$ cat src/rtl/wkd_pkg.sv
package wkd_pkg;

    typedef enum logic [1:0] {
        MD_SLEEP   = 2'b00,
        MD_STANDBY = 2'b01,
        MD_NORMAL  = 2'b10,
        MD_NORM_LO = 2'b11
    } mode_e;

    typedef enum logic [1:0] {
        RW_ARM  = 2'b00,
        RW_IDLE = 2'b01,
        RW_LOW  = 2'b10,
        RW_HELD = 2'b11
    } rw_state_e;

    typedef struct packed {
        logic hit;
        logic remote;
    } wake_evt_t;

    function automatic int us_to_cycles(input int clk_khz, input int us);
        int c;
        c = (clk_khz * us) / 1000;
        return (c < 1) ? 1 : c;
    endfunction

    function automatic logic is_normal(input mode_e m);
        return (m == MD_NORMAL) || (m == MD_NORM_LO);
    endfunction

endpackage

$ cat src/rtl/wkd_sync.sv
module wkd_sync #(
    parameter int         WIDTH   = 2,
    parameter int         STAGES  = 2,
    parameter logic [1:0] RST_VAL = 2'b00
) (
    input  logic             clk,
    input  logic             rst,
    input  logic [WIDTH-1:0] d_i,
    output logic [WIDTH-1:0] q_o
);
    logic [WIDTH-1:0] stage_q [STAGES];

    generate
        for (genvar s = 0; s < STAGES; s++) begin : g_stage
            always_ff @(posedge clk) begin
                if (rst) begin
                    stage_q[s] <= RST_VAL[WIDTH-1:0];
                end else if (s == 0) begin
                    stage_q[s] <= d_i;
                end else begin
                    stage_q[s] <= stage_q[(s == 0) ? 0 : s-1];
                end
            end
        end
    endgenerate

    assign q_o = stage_q[STAGES-1];
endmodule

$ cat src/rtl/wkd_debounce.sv
module wkd_debounce #(
    parameter int CYC = 16
) (
    input  logic clk,
    input  logic rst,
    input  logic din,
    output logic level_o,
    output logic edge_o
);
    localparam int W = $clog2(CYC + 1);
    localparam logic [W-1:0] LAST = W'(CYC - 1);

    logic         primed;
    logic [W-1:0] cnt;

    always_ff @(posedge clk) begin
        if (rst) begin
            primed  <= 1'b0;
            level_o <= 1'b0;
            cnt     <= '0;
            edge_o  <= 1'b0;
        end else begin
            edge_o <= 1'b0;
            if (!primed) begin
                primed  <= 1'b1;
                level_o <= din;
                cnt     <= '0;
            end else if (din == level_o) begin
                cnt <= '0;
            end else if (cnt == LAST) begin
                level_o <= din;
                edge_o  <= 1'b1;
                cnt     <= '0;
            end else begin
                cnt <= cnt + 1'b1;
            end
        end
    end

    // a reported edge always comes with a new debounced level
    a_r6_edge_moves_level: assert property (@(posedge clk) disable iff (rst)
        edge_o |-> (level_o != $past(level_o)));

    // the qualification counter never runs past its limit
    a_r7_cnt_bound: assert property (@(posedge clk) disable iff (rst)
        cnt <= LAST);
endmodule

$ cat src/rtl/wkd_remote.sv
module wkd_remote
    import wkd_pkg::*;
#(
    parameter int DOM_CYC = 40
) (
    input  logic clk,
    input  logic rst,
    input  logic en_i,
    input  logic dom_i,
    output logic evt_o
);
    localparam int W = $clog2(DOM_CYC + 1);
    localparam logic [W-1:0] LIMIT = W'(DOM_CYC);

    rw_state_e    state;
    logic [W-1:0] cnt;

    always_ff @(posedge clk) begin
        if (rst) begin
            state <= RW_ARM;
            cnt   <= '0;
            evt_o <= 1'b0;
        end else begin
            evt_o <= 1'b0;
            if (!en_i) begin
                state <= RW_ARM;
                cnt   <= '0;
            end else begin
                unique case (state)
                    RW_ARM: begin
                        if (!dom_i) state <= RW_IDLE;
                    end
                    RW_IDLE: begin
                        if (dom_i) begin
                            state <= RW_LOW;
                            cnt   <= W'(1);
                        end
                    end
                    RW_LOW: begin
                        if (!dom_i) begin
                            state <= RW_IDLE;
                            cnt   <= '0;
                        end else if (cnt == LIMIT) begin
                            state <= RW_HELD;
                        end else begin
                            cnt <= cnt + 1'b1;
                        end
                    end
                    RW_HELD: begin
                        if (!dom_i) begin
                            evt_o <= 1'b1;
                            state <= RW_IDLE;
                            cnt   <= '0;
                        end
                    end
                    default: state <= RW_ARM;
                endcase
            end
        end
    end

    // the dominant-time counter stays within its limit
    a_r3_cnt_bound: assert property (@(posedge clk) disable iff (rst)
        cnt <= LIMIT);

    // an event only follows a recessive sample
    a_r4_evt_on_release: assert property (@(posedge clk) disable iff (rst)
        evt_o |-> !$past(dom_i));

    // no event while disabled
    a_r5_quiet_when_off: assert property (@(posedge clk) disable iff (rst)
        !$past(en_i) |-> !evt_o);
endmodule

$ cat src/rtl/wake_detector.sv
module wake_detector
    import wkd_pkg::*;
#(
    parameter int CLK_KHZ = 1000,
    parameter int WAKE_US = 40,
    parameter int DEB_US  = 16
) (
    input  logic       clk,
    input  logic       rst,
    input  logic [1:0] mode_i,
    input  logic       bus_rx_i,
    input  logic       wake_pin_i,
    output logic       wake_o,
    output logic       wake_remote_o,
    output logic       remote_seen_o
);
    localparam int DOM_CYC = us_to_cycles(CLK_KHZ, WAKE_US);
    localparam int DEB_CYC = us_to_cycles(CLK_KHZ, DEB_US);

    mode_e     mode;
    logic      asleep;
    logic      listening;
    logic [1:0] raw_in;
    logic [1:0] syn_in;
    logic      pin_level;
    logic      pin_edge;
    logic      bus_evt;
    wake_evt_t evt;

    assign mode      = mode_e'(mode_i);
    assign asleep    = (mode == MD_SLEEP);
    assign listening = !is_normal(mode);
    assign raw_in    = {bus_rx_i, wake_pin_i};

    // bit 1: bus (recessive at reset), bit 0: wake pin
    wkd_sync #(.WIDTH(2), .STAGES(2), .RST_VAL(2'b10)) u_sync (
        .clk (clk),
        .rst (rst),
        .d_i (raw_in),
        .q_o (syn_in)
    );

    wkd_debounce #(.CYC(DEB_CYC)) u_deb (
        .clk     (clk),
        .rst     (rst),
        .din     (syn_in[0]),
        .level_o (pin_level),
        .edge_o  (pin_edge)
    );

    wkd_remote #(.DOM_CYC(DOM_CYC)) u_rem (
        .clk   (clk),
        .rst   (rst),
        .en_i  (listening),
        .dom_i (!syn_in[1]),
        .evt_o (bus_evt)
    );

    always_comb begin
        evt.remote = bus_evt && listening;
        evt.hit    = evt.remote || (pin_edge && asleep);
    end

    always_ff @(posedge clk) begin
        if (rst) begin
            wake_o        <= 1'b0;
            wake_remote_o <= 1'b0;
            remote_seen_o <= 1'b0;
        end else begin
            wake_o        <= evt.hit;
            wake_remote_o <= evt.remote;
            if (!listening)      remote_seen_o <= 1'b0;
            else if (evt.remote) remote_seen_o <= 1'b1;
        end
    end

    // the source tag never appears without a wake pulse
    a_r2_tag_with_pulse: assert property (@(posedge clk) disable iff (rst)
        wake_remote_o |-> wake_o);

    // no wake pulse follows a cycle in a normal mode
    a_r5_no_wake_normal: assert property (@(posedge clk) disable iff (rst)
        wake_o |-> !is_normal(mode_e'($past(mode_i))));

    // local wakes only come out of sleep
    a_r8_local_sleep_only: assert property (@(posedge clk) disable iff (rst)
        (wake_o && !wake_remote_o) |-> ($past(mode_i) == 2'b00));

    // the flag clears after a normal mode is selected
    a_r9_flag_clears: assert property (@(posedge clk) disable iff (rst)
        is_normal(mode) |=> !remote_seen_o);

    // the flag only rises together with a remote wake
    a_r9_flag_source: assert property (@(posedge clk) disable iff (rst)
        $rose(remote_seen_o) |-> wake_remote_o);
endmodule

$ cat config.mk
export PLATFORM = sky130hd
export DESIGN_NAME = wake_detector
export DESIGN_NICKNAME = d
export VERILOG_FILES = /design/src/rtl/wkd_pkg.sv /design/src/rtl/wkd_sync.sv /design/src/rtl/wkd_debounce.sv /design/src/rtl/wkd_remote.sv /design/src/rtl/wake_detector.sv
export SDC_FILE = /design/constraint.sdc
export NUM_CORES = 1
export LEC_CHECK = 0
export ABC_CLOCK_PERIOD_IN_PS = 1740
export BUFFER_PORTS_ARGS = -buffer_cell sky130_fd_sc_hd__buf_2
export CORE_MARGIN = 5
export CORE_UTILIZATION = 35
export DETAILED_ROUTE_END_ITERATION = 6
export PLACE_DENSITY = 0.52
export SYNTH_ARGS = -nofsm -noshare
export SYNTH_HDL_FRONTEND = slang
export SYNTH_SLANG_ARGS = --single-unit
$ cat constraint.sdc
create_clock -name clk -period 1.74 [get_ports clk]
set_clock_uncertainty 0.15 [all_clocks]
set_input_delay 0.174 -clock clk [delete_from_list [all_inputs] [get_ports clk]]
set_output_delay 0.174 -clock clk [all_outputs]
set_load 0.1 [all_outputs]
# Yosys cells after proc, flatten, opt, wreduce, memory -nomap -nowiden
# Memories as Yosys holds them, arrays and structs flattened.
# Index checks and enable logic that the tools add are counted.
dict set report word_totals {
  latch_bits 0
  elab_cells 68
  mem_count 1
  mem_bits_ro 0
  input_bits 6
  reg_bits 20
  output_inout_bits 3
  ramBits 4
}
dict set report classes {
  n_eq_ne 15
  n_mux 20
  mul 0
  order_cmp 0
  bitwise 4
  n_reduce_logical 16
  n_div 0
  n_addsub 2
  n_shift 0
}
# memory depth width read_ports rd_clocked_by_memory_dff write_ports line
set mem_list {}
lappend mem_list {u_sync.stage_q 2 2 2 0 2 wkd_sync.sv:11} ;# logic [WIDTH-1:0] stage_q [STAGES];
# op n
set op_table {}
lappend op_table {{$mux 6} 4}
lappend op_table {{$pmux 6 s3} 1}
lappend op_table {{$mux 2} 6}
lappend op_table {{$eq 2x2->1 const B} 4}
lappend op_table {{$mux 1} 8}
lappend op_table {{$ne 2x2->1 const B} 4}
lappend op_table {{$add 6x1->6 const B} 1}
lappend op_table {{$eq 6x6->1 const B} 1}
lappend op_table {{$pmux 2 s3} 1}
lappend op_table {{$reduce_or 3->1} 2}
lappend op_table {{$add 5x1->5 const B} 1}
lappend op_table {{$eq 5x4->1 const B} 1}
lappend op_table {{$logic_not 2->1} 2}
lappend op_table {{$reduce_and 4->1} 1}
lappend op_table {{$reduce_or 2->1} 2}
lappend op_table {{$reduce_or 4->1} 1}
lappend op_table {{$ne 3x2->1 const B} 1}
lappend op_table {{$ne 3x3->1 const B} 1}
lappend op_table {{$reduce_and 3->1} 1}
lappend op_table {{$reduce_bool 3->1} 1}
lappend op_table {{$eq 2x1->1 const B} 1}
lappend op_table {{$logic_and 1x1->1} 2}
lappend op_table {{$logic_or 1x1->1} 2}
lappend op_table {{$ne 2x1->1 const B} 1}
lappend op_table {{other kinds (5)} 7}

# Depth between registers and ports, before layout
# Gate-level depths: netlist (run 1).
dict set report logic_depth {
  ltp_word 5
  ltp_mapped 6
  depth_no_buf 6
}

# Modules after synthesis
# From an unflattened synthesis (run 1), not the netlist that was laid out.
dict set report hier_totals {
  cells_unflattened 115
  area_unflattened_um2 1108.6
}
# module seq_area_each_um2 area_per_inst_um2 cells_per_inst instances
set by_module_without_submodules {}
lappend by_module_without_submodules {wkd_remote 180.2 604.3 69 1}
lappend by_module_without_submodules {wkd_debounce 160.2 297.8 28 1}
lappend by_module_without_submodules {wkd_sync 80.1 105.1 8 1}
lappend by_module_without_submodules {wake_detector 60.1 101.3 10 1}

# Least setup slack after synthesis (run 1)
# No wires, ideal clock.
dict set report synth_timing {
  kind {reg-to-reg}
  startpoint {reg u_rem.state[0]}
  endpoint {reg u_rem.cnt[3]}
  path_stages_with_launch 7
  t_arrival_ps 1360
  setup_slack_ps 112
  n_path_buf 0
  synth_period_minus_slack_ps 1628
  t_required_ps 1472
  setup_ps 118
  path_cell_list {dfxtp_1 -> inv_1 -> ha_1 -> or3_1 -> a21oi_1 -> nand2b_1 -> nor2_1}
}
dict set report synth_between {
  elab_chain_len 3
  elab_cells_between_ends 9
  classes_between {eq/ne: 6; mux: 1; reduce/logical: 2}
}
# element line
set synth_lines {}
lappend synth_lines {{start: declaration} wkd_remote.sv:15} ;# rw_state_e state;
lappend synth_lines {{start signal: assignment} wkd_remote.sv:20} ;# state <= RW_ARM;
lappend synth_lines {{start signal: assignment} wkd_remote.sv:26} ;# state <= RW_ARM;
lappend synth_lines {{start signal: assignment} wkd_remote.sv:31} ;# if (!dom_i) state <= RW_IDLE;
lappend synth_lines {{$eq 2x2->1 or $eq 2x1->1 (tied branches)} wkd_remote.sv:29} ;# unique case (state)
lappend synth_lines {{$ne 3x3->1 (no source line) (tied with other cells)} --}
lappend synth_lines {{$reduce_and 4->1 (no source line)} --}
lappend synth_lines {{end signal: assignment} wkd_remote.sv:46} ;# cnt <= cnt + 1'b1;
lappend synth_lines {{end: declaration} wkd_remote.sv:16} ;# logic [W-1:0] cnt;
# Parallel ways exist; a longest one is shown, timed or not.
# A chain may end at the register's enable or synchronous reset.

# Worst setup path after layout (run 1)
dict set report layout_timing {
  startpoint {reg u_rem.state[0]}
  endpoint {reg u_rem.cnt[4]}
}
# The elaborated chain is that of the path after synthesis.

==> impl_metrics.ini, run 1 <==
[outcome]
outcome = finished, final reports clean

[sta]
drv_slew = 0
slew_headroom_pct = 66.8
hold_viol_final = 0
tightestPinTransition_ns = 0.501
whs_ns = 0.279
setup_ws_ns = 0.0892
fmax_ghz = 0.606
finalSetupViolCount = 0
fin_crit_sh_pct = 94.9
fin_crit_ns = 1.65

[setup_path]
cp_slowest_cell = dfxtp_2
critPathRequiredTime_ns = 1.82
cp_data_arrival_time_ns = 1.73
slowest_delay_ns = 0.39
worstSetupEndpointType = flip-flop
path_max_fanout = 4
cp_cell_sequence = inv_1, ha_1, or3_4, a21oi_2, nand2b_4, nor2_1
crit_type = reg -> reg
start_kind = flip-flop

[placed_design]
dp.cells = 158
post-place-ws_ns = -0.0184
numPortBuffers = 8
dpl.hpwl_um = 1440
gp_congestion = 0.769

[power_and_ir_drop]
leakagePower_nw = 0.580
power.density_nw_per_um2 = 800
vdd_ir_drop_max_uv = 410

[cts]
clk_pin_slew_ns = 0.13
clk_latency_ns = 0.32
cts_root_buf = clkbuf_4
cts_tree = built
cts_buffer_depth = 2
ctsHtreeMaxLevel = 1
clock-sinks = 24
post_cts_buffers = 0
cts_buffers = 3

[yosys]
yosys_warnings = 0
netlist_area_um2 = 1060
synth_cell_type_count = 32
yosysSeqAreaShare_pct = 45.5
synth.net_count = 123
syn-instance-count = 109
syn_avg_cell_area_um2 = 9.69
synth-seq-cells = 24

[routing]
drc = 0
drt-wirelength-per-cell_um = 11.5
vias_per_cell = 4.83
vias = 816
ant_nets = 0
wl_met1_um = 897
drt_iter0_markers = 10
wl_met2_um = 977
dr.pass1.iters = 4
wl_met3_um = 62
top_layer = met4
finalWirelength_um = 1950

[job]
cap_violations = 0

[floorplanning]
start_util_pct = 35.5
die_h_um = 64.9
core-area_um2 = 2980
top_level_ports = 9
dieArea_um2 = 4220
rows = 20
die_x_um = 64.9

[global_routing]
grt_max_degree = 15
grt_use_total_pct = 10.6
grt_overflow_total = 0
grt_pass1_vias = 835
antenna_found_initial = 0
grt_pass1_wl_um = 3540

[hold_path]
min_path_type = reg -> reg

[finish]
final_cells = 169
nNetsFinal = 151
antennaDiodeCount = 0
syn_to_final_growth_pct = 27.5
drive_above_1_share_pct = 23.5
## registers in the layout, summed over array words and instances (netlist names)
name,count
remote_seen_o,1
u_deb.cnt,5
u_deb.edge_o,1
u_deb.level_o,1
u_deb.primed,1
u_rem.cnt,6
u_rem.evt_o,1
u_rem.state,2
u_sync.stage_q,4
wake_o,1
wake_remote_o,1
## per-stage QoR
stage | power [W] | setup TNS (ns) | util (%) | cell area [µm²]
after floorplan | 0.000631 | 0 | - | 1060
after global placement | 0.000662 | 0 | 40.2 | 1200
after detailed placement | 0.000664 | -0.0380 | 40.2 | 1200
after CTS | 0.00108 | 0 | 44.4 | 1320
after global routing | 0.00113 | -0.00150 | 45.2 | 1350
final | 0.00108 | 0 | 45.2 | 1350
## metal layers
| metal | up-vias | track usage (%) |
|---|---|---|
| met5 | - | 0 |
| met1 | 384 | 12.4 |
| met3 | 2 | 3.64 |
| met2 | 8 | 18.4 |
| li1 | 422 | - |
| met4 | 0 | 2.37 |
## power breakdown
group	switching, W	leakage (nW)	internal (W)
clock	0.000171	0.0279	0.000233
combinational	0.0000490	0.356	0.0000550
sequential	0.00000798	0.196	0.000561
total	0.000228	0.580	0.000849
## worst paths after layout
| check | startpoint | endpoint | slack [ns] | depth (start not counted) |
|---|---|---|---|---|
| max | u_rem.state[0] | u_rem.cnt[4] | 0.09 | 6 |
| min | u_sync.stage_q[0][1] | u_sync.stage_q[1][1] | 0.28 | 1 |
| max reg2reg | u_rem.state[0] | u_rem.cnt[4] | 0.09 | 6 |
| min reg2reg | u_sync.stage_q[0][1] | u_sync.stage_q[1][1] | 0.28 | 1 |
## cells in the final DEF, fill, tap and decap left out, drive strengths merged, types with 2 or more instances in the layout
| cell | netlist | final |
|---|---|---|
| dfxtp | 24 | 24 |
| buf | 0 | 16 |
| nor2 | 11 | 11 |
| inv | 10 | 10 |
| a21oi | 8 | 8 |
| ha | 8 | 8 |
| dlygate4sd3 | 0 | 7 |
| nand2b | 5 | 5 |
| and3 | 4 | 4 |
| nand3 | 4 | 4 |
| xnor2 | 4 | 4 |
| nand2 | 3 | 3 |
| clkbuf | 0 | 3 |
| nor3 | 3 | 3 |
| nand4 | 2 | 2 |
| o21a | 2 | 2 |
| xor2 | 2 | 2 |
| nor2b | 2 | 2 |
| and2 | 2 | 2 |
| or2 | 2 | 2 |
| o21ai | 2 | 2 |
## kinds of logic after synthesis
| family | after synthesis | synth area share (%) |
|---|---|---|
| xor gates and xnor gates | 6 | 4.98 |
| buffers and inverters | 10 | 3.55 |
| adders and majority gates | 8 | 9.48 |
| muxes | 2 | 2.37 |
| DFF | 24 | 45.5 |
| and+or+nand+nor | 42 | 23.9 |
| AOI/OAI and AO/OA | 17 | 10.2 |
## synthesized netlist by cell type, drive strengths merged
master,instances,area (µm²)
a21oi,8,40.0
a31o,1,8.76
a31oi,1,6.26
and2,2,12.5
and3,4,25.0
and3b,1,8.76
and4bb,1,12.5
dfxtp,24,480
ha,8,100
inv,10,37.5
mux2,1,15.0
mux2i,1,10.0
nand2,3,11.3
nand2b,5,31.3
nand3,4,20.0
nand4,2,12.5
nor2,11,46.3
nor2b,2,12.5
nor3,3,20.0
nor4,1,21.3
o211a,1,10.0
o21a,2,15.0
o21ai,2,10.0
o221ai,1,8.76
o22a,1,8.76
or2,2,12.5
or3,1,6.26
xnor2,4,35.0
xor2,2,17.5
## layout make-up
cell class / count / area (µm²)
Multi-Input combinational cell: 75 / 562
Clock inverter: 1 / 30.0
Tap cell: 33 / 41.3
Timing Repair Buffer: 23 / 170
Sequential cell: 24 / 483
Inverter: 10 / 37.5
Clock buffer: 3 / 22.5
Fill cell: 299 / 1630
## repair_timing
action	in CTS	in global routing
pin swaps	0	1
gates resized for setup	1	7
gates cloned	0	0
endpoints found under the setup margin	4	6
hold buffers	7	0
hold endpoints to repair	7	0
## worst max-delay path, delay by kind of cell, from the launching register on
family	cells	cell delay [ns]
and+or+nand+nor	3	0.59
DFF	1	0.39
adders and majority gates	1	0.21
AOI/OAI and AO/OA	1	0.14
buffers and inverters	1	0.08
No activity file was read; power rests on OpenSTA's default activity.
==> run 2: changes to the inputs <==
--- a/config.mk
+++ b/config.mk
@@ -5,12 +5,12 @@
 export SDC_FILE = /design/constraint.sdc
 export NUM_CORES = 1
 export LEC_CHECK = 0
-export ABC_CLOCK_PERIOD_IN_PS = 1740
+export ABC_CLOCK_PERIOD_IN_PS = 1900
 export BUFFER_PORTS_ARGS = -buffer_cell sky130_fd_sc_hd__buf_2
 export CORE_MARGIN = 5
 export CORE_UTILIZATION = 35
 export DETAILED_ROUTE_END_ITERATION = 6
-export PLACE_DENSITY = 0.52
+export PLACE_DENSITY = 0.51
 export SYNTH_ARGS = -nofsm -noshare
 export SYNTH_HDL_FRONTEND = slang
 export SYNTH_SLANG_ARGS = --single-unit
==> constraint.sdc (replaced) <==
create_clock -name clk -period 1.9 [get_ports clk]
set_clock_uncertainty 0.15 [all_clocks]
set_input_delay 0.19 -clock clk [delete_from_list [all_inputs] [get_ports clk]]
set_output_delay 0.19 -clock clk [all_outputs]
set_load 0.1 [all_outputs]
==> impl_metrics.ini, run 2 (synthesis gave the netlist of run 1 again) <==
[floorplanning]
core-area_um2 = 2980
dieArea_um2 = 4220
rows = 20
die_x_um = 64.9
start_util_pct = 35.5
die_h_um = 64.9
top_level_ports = 9

[setup_path]
start_kind = flip-flop
crit_type = reg -> reg
ff2ff_setup_slack_ns = 0.14
worstReg2RegStart = u_rem.state[0]
ff2ff_path_depth = 6
worstSetupEndpointType = flip-flop
path_max_fanout = 5
critPathRequiredTime_ns = 1.97
r2r-end = u_rem.cnt[3]
cp_data_arrival_time_ns = 1.84

[sta]
finalSetupViolCount = 0
drv_slew = 0
setup_tns_ns = 0
whs_ns = 0.268
rsz0062_at_grt = false
fin_crit_sh_pct = 92.8
slew_headroom_pct = 67.8
hold_viol_final = 0
fin_crit_ns = 1.76
tightestPinTransition_ns = 0.487
fmax_ghz = 0.567

[hold_path]
worstHoldStart = u_sync.stage_q[0][1]
hold_depth = 1
holdPathEnd = u_sync.stage_q[1][1]
min_path_type = reg -> reg

[job]
cap_violations = 0

[power_and_ir_drop]
leakagePower_nw = 0.530
switchingPower_w = 0.000198
p_comb_share_pct = 8.8
seq_power_share_pct = 60.2
switching_share_pct = 22.9
vdd_ir_drop_max_uv = 394
p_int_w = 0.000667
power.density_nw_per_um2 = 694
clkPwrFrac_pct = 31.0

[global_routing]
antenna_found_initial = 0
grt_pass1_vias = 820
grt_max_degree = 14
grt_pass1_wl_um = 3330
grt_use_total_pct = 10.1
grt_overflow_total = 0

[finish]
multi_input_area_um2 = 543
area.sequential_um2 = 480
nFillCells = 307
final_core_util_pct = 41.8
layout_common_cells = 24 x dfxtp_1, 10 x inv_1, 9 x nor2_1
fin_area_um2 = 1250
regMostFlops = u_rem.cnt
drive_above_1_share_pct = 14.8
nNetsFinal = 143
antennaDiodeCount = 0
layout_commonest_cell = dfxtp_1
syn_to_final_growth_pct = 18.0
largest_reg_flops = 6
reg.largest.list = u_rem.cnt x6, u_deb.cnt x5, u_sync.stage_q x4

[routing]
drt-wirelength-per-cell_um = 11.2
drc = 0
ant_nets = 0
finalWirelength_um = 1800
vias = 783
dr.pass1.iters = 4
drt_iter0_markers = 11
vias_per_cell = 4.86

[placed_design]
numPortBuffers = 8
dpl.hpwl_um = 1330
gp_congestion = 0.761
placed_area_um2 = 1140

[cts]
cts_root_buf = clkbuf_4
clock-sinks = 24
cts_tree = built
clk_pin_slew_ns = 0.13
cts_buffer_depth = 2
post_cts_buffers = 0
cts_buffers = 3
ctsHtreeMaxLevel = 1
clk_latency_ns = 0.31

[outcome]
outcome = finished, final reports clean
==> run 2: cell types whose count changed in the layout (fill, tap and decap cells not counted), sizes merged <==
cell,before,now
buf,16,9
clkbuf,3,4
dlygate4sd3,7,6
bufinv,1,0
==> run 2: what timing repair did <==
item,in CTS,in global routing
hold buffers,6,0
endpoints found under the hold margin,6,0
setup endpoints to repair,0,1
resized for setup,0,1
==> run 2: per-layer routing <==
metal  GRT usage (%)  up-vias  part of all wire, %
met4            5.54        0                  1.9
met5               0        -                    0
met3            1.56        4                  2.8
met1            12.1      359                   50
li1                -      409                    -
met2            17.2       11                   45
==> run 2: cell type report <==
| class | instances | area share [%] |
|---|---|---|
| Tap cell | 33 | 3.31 |
| Sequential cell | 24 | 38.6 |
| Timing Repair Buffer | 15 | 8.63 |
| Inverter | 10 | 3.01 |
| Multi-Input combinational cell | 75 | 43.6 |
| Clock buffer | 4 | 2.91 |
==> run 2: per-stage QoR <==
| stage | cells | worst slack [ns] | total power [W] |
|---|---|---|---|
| floorplan | 109 | 0.272 | 0.000578 |
| global placement | 151 | 0.0973 | 0.000596 |
| detailed placement | 151 | 0.0819 | 0.000598 |
| CTS | 161 | 0.0530 | 0.000880 |
| global route | 161 | 0.00542 | 0.000914 |
| finish | 161 | 0.137 | 0.000865 |
==> run 2: power groups by stage <==
stage / sequential (W) / combinational (W) / clock [W]
2_1_floorplan: 0.000530 / 0.0000481 / 0
3_3_place_gp: 0.000531 / 0.0000652 / 0
3_5_place_dp: 0.000532 / 0.0000663 / 0
4_1_cts: 0.000521 / 0.0000746 / 0.000285
5_1_grt: 0.000522 / 0.0000862 / 0.000306
6_report: 0.000521 / 0.0000765 / 0.000268
==> run 2: worst max-delay path by stage <==
stage              startpoint            to  slack (ns)  cells past startpoint
2_1_floorplan  u_rem.state[0]  u_rem.cnt[3]        0.27                      6
3_3_place_gp   u_rem.state[1]  u_rem.cnt[0]         0.1                      6
3_5_place_dp   u_rem.state[1]  u_rem.cnt[0]        0.08                      6
4_1_cts        u_rem.state[1]  u_rem.cnt[0]        0.05                      6
5_1_grt        u_rem.state[0]  u_rem.cnt[3]       0.005                      6
6_report       u_rem.state[0]  u_rem.cnt[3]        0.14                      6
==> run 2: critical path: stages (launching register included) <==
cell and delay (ns):
dfxtp_1 0.40, inv_1 0.09, ha_1 0.25, or3_1 0.38, a21oi_1 0.13, nand2b_1 0.20
nor2_1 0.07
==> run 3: changes to the inputs <==
--- a/config.mk
+++ b/config.mk
@@ -5,12 +5,14 @@
 export SDC_FILE = /design/constraint.sdc
 export NUM_CORES = 1
 export LEC_CHECK = 0
+export ABC_AREA = 1
 export ABC_CLOCK_PERIOD_IN_PS = 1900
 export BUFFER_PORTS_ARGS = -buffer_cell sky130_fd_sc_hd__buf_2
 export CORE_MARGIN = 5
 export CORE_UTILIZATION = 35
 export DETAILED_ROUTE_END_ITERATION = 6
-export PLACE_DENSITY = 0.51
+export PLACE_DENSITY = 0.5
+export SLEW_MARGIN = 20
 export SYNTH_ARGS = -nofsm -noshare
 export SYNTH_HDL_FRONTEND = slang
 export SYNTH_SLANG_ARGS = --single-unit
==> impl_metrics.ini, run 3 <==
[finish]
drive_above_1_share_pct = 16.0
final_cells = 213
nNetsFinal = 184
antennaDiodeCount = 0
final_core_util_pct = 43.6
area.sequential_um2 = 480
multi_input_area_um2 = 522
largest_reg_flops = 6
syn_to_final_growth_pct = 19.5
layout_common_cells = 27 x nor2_1, 25 x nand2_1, 24 x dfxtp_1
layout_commonest_cell = nor2_1
reg.largest.list = u_rem.cnt x6, u_deb.cnt x5, u_sync.stage_q x4
nFillCells = 329
regMostFlops = u_rem.cnt

[power_and_ir_drop]
power.density_nw_per_um2 = 730
switchingPower_w = 0.000208
clkPwrFrac_pct = 37.7
p_comb_share_pct = 8.6
p_int_w = 0.000765
leakagePower_nw = 0.556
vdd_ir_drop_max_uv = 362
switching_share_pct = 21.4
seq_power_share_pct = 53.7

[outcome]
outcome = finished, final reports clean

[setup_path]
crit_type = reg -> reg
worstSetupEndpoint = u_rem.cnt[3]
critPathLaunch = u_rem.state[1]
r2r-end = u_rem.cnt[3]
slowest_delay_ns = 0.40
path_max_fanout = 8
start_kind = flip-flop
cp_slowest_cell = dfxtp_1
critPathRequiredTime_ns = 1.98
ff2ff_setup_slack_ns = 0.24
worst_path_dominant_cell_family = compound AO/OA/AOI/OAI gates
worstSetupEndpointType = flip-flop
cp_cell_sequence = inv_1, ha_1, nand2_2, nand2_2, a21oi_4, a21oi_1, o21ai_1, nor2_1
ff2ff_path_depth = 8
cp_data_arrival_time_ns = 1.74
crit_buf_inv = 1
worstReg2RegStart = u_rem.state[1]
cp.depth = 8
timing.critical_path.mode_cell = nand2_2

[placed_design]
gp_congestion = 0.794
post-place-ws_ns = 0.249
numPortBuffers = 8
dp.cells = 202
dpl.hpwl_um = 1480

[yosys]
synth-seq-cells = 24
syn-instance-count = 150
yosysMostFrequentCell = nor2_1
synthArstFlopShare_pct = 0
yosysTopAreaCell = dfxtp_1
synth_cell_type_count = 22
syn_avg_cell_area_um2 = 7.43
synth_top_cell_area_share_pct = 43.1
yosysSeqAreaShare_pct = 43.1
synth_common_cells = 27 x nor2_1, 25 x nand2_1, 24 x dfxtp_1
synthFlopType = dfxtp_1
synth.net_count = 164
yosys_warnings = 0
netlist_top_cells_area = dfxtp_1 43%, nor2_1 9.1%, ha_1 9.0%
netlist_area_um2 = 1110
synth_edf_count = 0

[routing]
vias_per_cell = 4.28
dr.pass1.iters = 4
drt_iter0_markers = 42
ant_nets = 0
drc = 0
finalWirelength_um = 1870
vias = 912
drt-wirelength-per-cell_um = 8.79

[sta]
hold_viol_final = 0
fmax_ghz = 0.601
rsz0062_at_grt = false
drv_slew = 0
whs_ns = 0.269
finalSetupViolCount = 0
fin_crit_ns = 1.66
slew_headroom_pct = 67.9
setup_tns_ns = 0
setup_ws_ns = 0.237
fin_crit_sh_pct = 87.5
tightestPinTransition_ns = 0.485

[job]
cap_violations = 0

[floorplanning]
top_level_ports = 9
die_x_um = 66.4
rows = 20
dieArea_um2 = 4410
core-area_um2 = 3050
start_util_pct = 36.5
die_h_um = 66.4

[global_routing]
antenna_found_initial = 0
grt_use_total_pct = 10.1
grt_pass1_wl_um = 3450
grt_pass1_vias = 859
grt_max_degree = 15
grt_overflow_total = 0

[cts]
clk_latency_ns = 0.31
cts_buffers = 3
clk_pin_slew_ns = 0.13
ctsHtreeMaxLevel = 1
clock-sinks = 24
cts_root_buf = clkbuf_4
cts_tree = built
cts_buffer_depth = 2

[hold_path]
min_path_type = reg -> reg
[run 3: logic make-up (layout without fill, tap and decap cells)]
logic type / Yosys count / after routing / share of synthesized area, %
AOI/OAI and AO/OA: 10 / 10 / 5.50
xor gates and xnor gates: 2 / 2 / 1.57
adders and majority gates: 8 / 8 / 8.98
buffers and inverters: 30 / 49 / 10.1
DFF: 24 / 24 / 43.1
and+or+nand+nor: 76 / 76 / 30.8
[run 3: through the flow]
| stage | area (µm²) | total power [W] |
|---|---|---|
| 2_1_floorplan | 1110 | 0.000589 |
| 3_3_place_gp | 1210 | 0.000607 |
| 3_5_place_dp | 1210 | 0.000608 |
| 4_1_cts | 1330 | 0.000988 |
| 5_1_grt | 1330 | 0.00103 |
| 6_report | 1330 | 0.000973 |
[run 3: worst min-delay path by stage]
stage | startpoint | to | slack, ns | cells past startpoint
2_1_floorplan | rst | u_deb.primed | 0.11 | 1
6_report | u_sync.stage_q[0][0] | u_sync.stage_q[1][0] | 0.27 | 2
5_1_grt | u_sync.stage_q[0][0] | u_sync.stage_q[1][0] | 0.30 | 2
3_5_place_dp | bus_rx_i | u_sync.stage_q[0][1] | 0.23 | 2
3_3_place_gp | bus_rx_i | u_sync.stage_q[0][1] | 0.23 | 2
4_1_cts | u_sync.stage_q[0][0] | u_sync.stage_q[1][0] | 0.27 | 2
[run 3: final cells by class]
class | instances | area share (%)
multi-input cells | 96 | 39.2
flip-flops and latches | 24 | 36.1
inverters | 30 | 8.45
repair buffers | 15 | 8.26
well taps | 44 | 4.13
clock inverters | 1 | 2.25
clock buffers | 3 | 1.69
[run 3: what timing repair did]
action                    CTS  global route
hold endpoints to repair    8             0
resized for setup           0             0
hold buffers                7             0
buffers inserted            0             0
[run 3: tightest hold or removal path: stages (launching register included)]
cell	delay (ns)
dfxtp_1	0.32
inv_1	0.04
nor2_1	0.03
[run 3: power by group through the flow]
stage	clock network [W]	registers [W]	logic [W]
2_1_floorplan	0	0.000532	0.0000570
3_3_place_gp	0	0.000533	0.0000734
3_5_place_dp	0	0.000533	0.0000742
4_1_cts	0.000381	0.000522	0.0000853
5_1_grt	0.000406	0.000525	0.0000959
6_report	0.000367	0.000522	0.0000840
[run 3: per-layer routing]
metal / up-vias / GRT usage (%) / wire length (µm)
li1: 497 / - / -
met1: 399 / 12.4 / 908
met2: 11 / 16.4 / 859
met3: 5 / 2.55 / 63
met4: 0 / 4.57 / 40
met5: - / 0 / 0
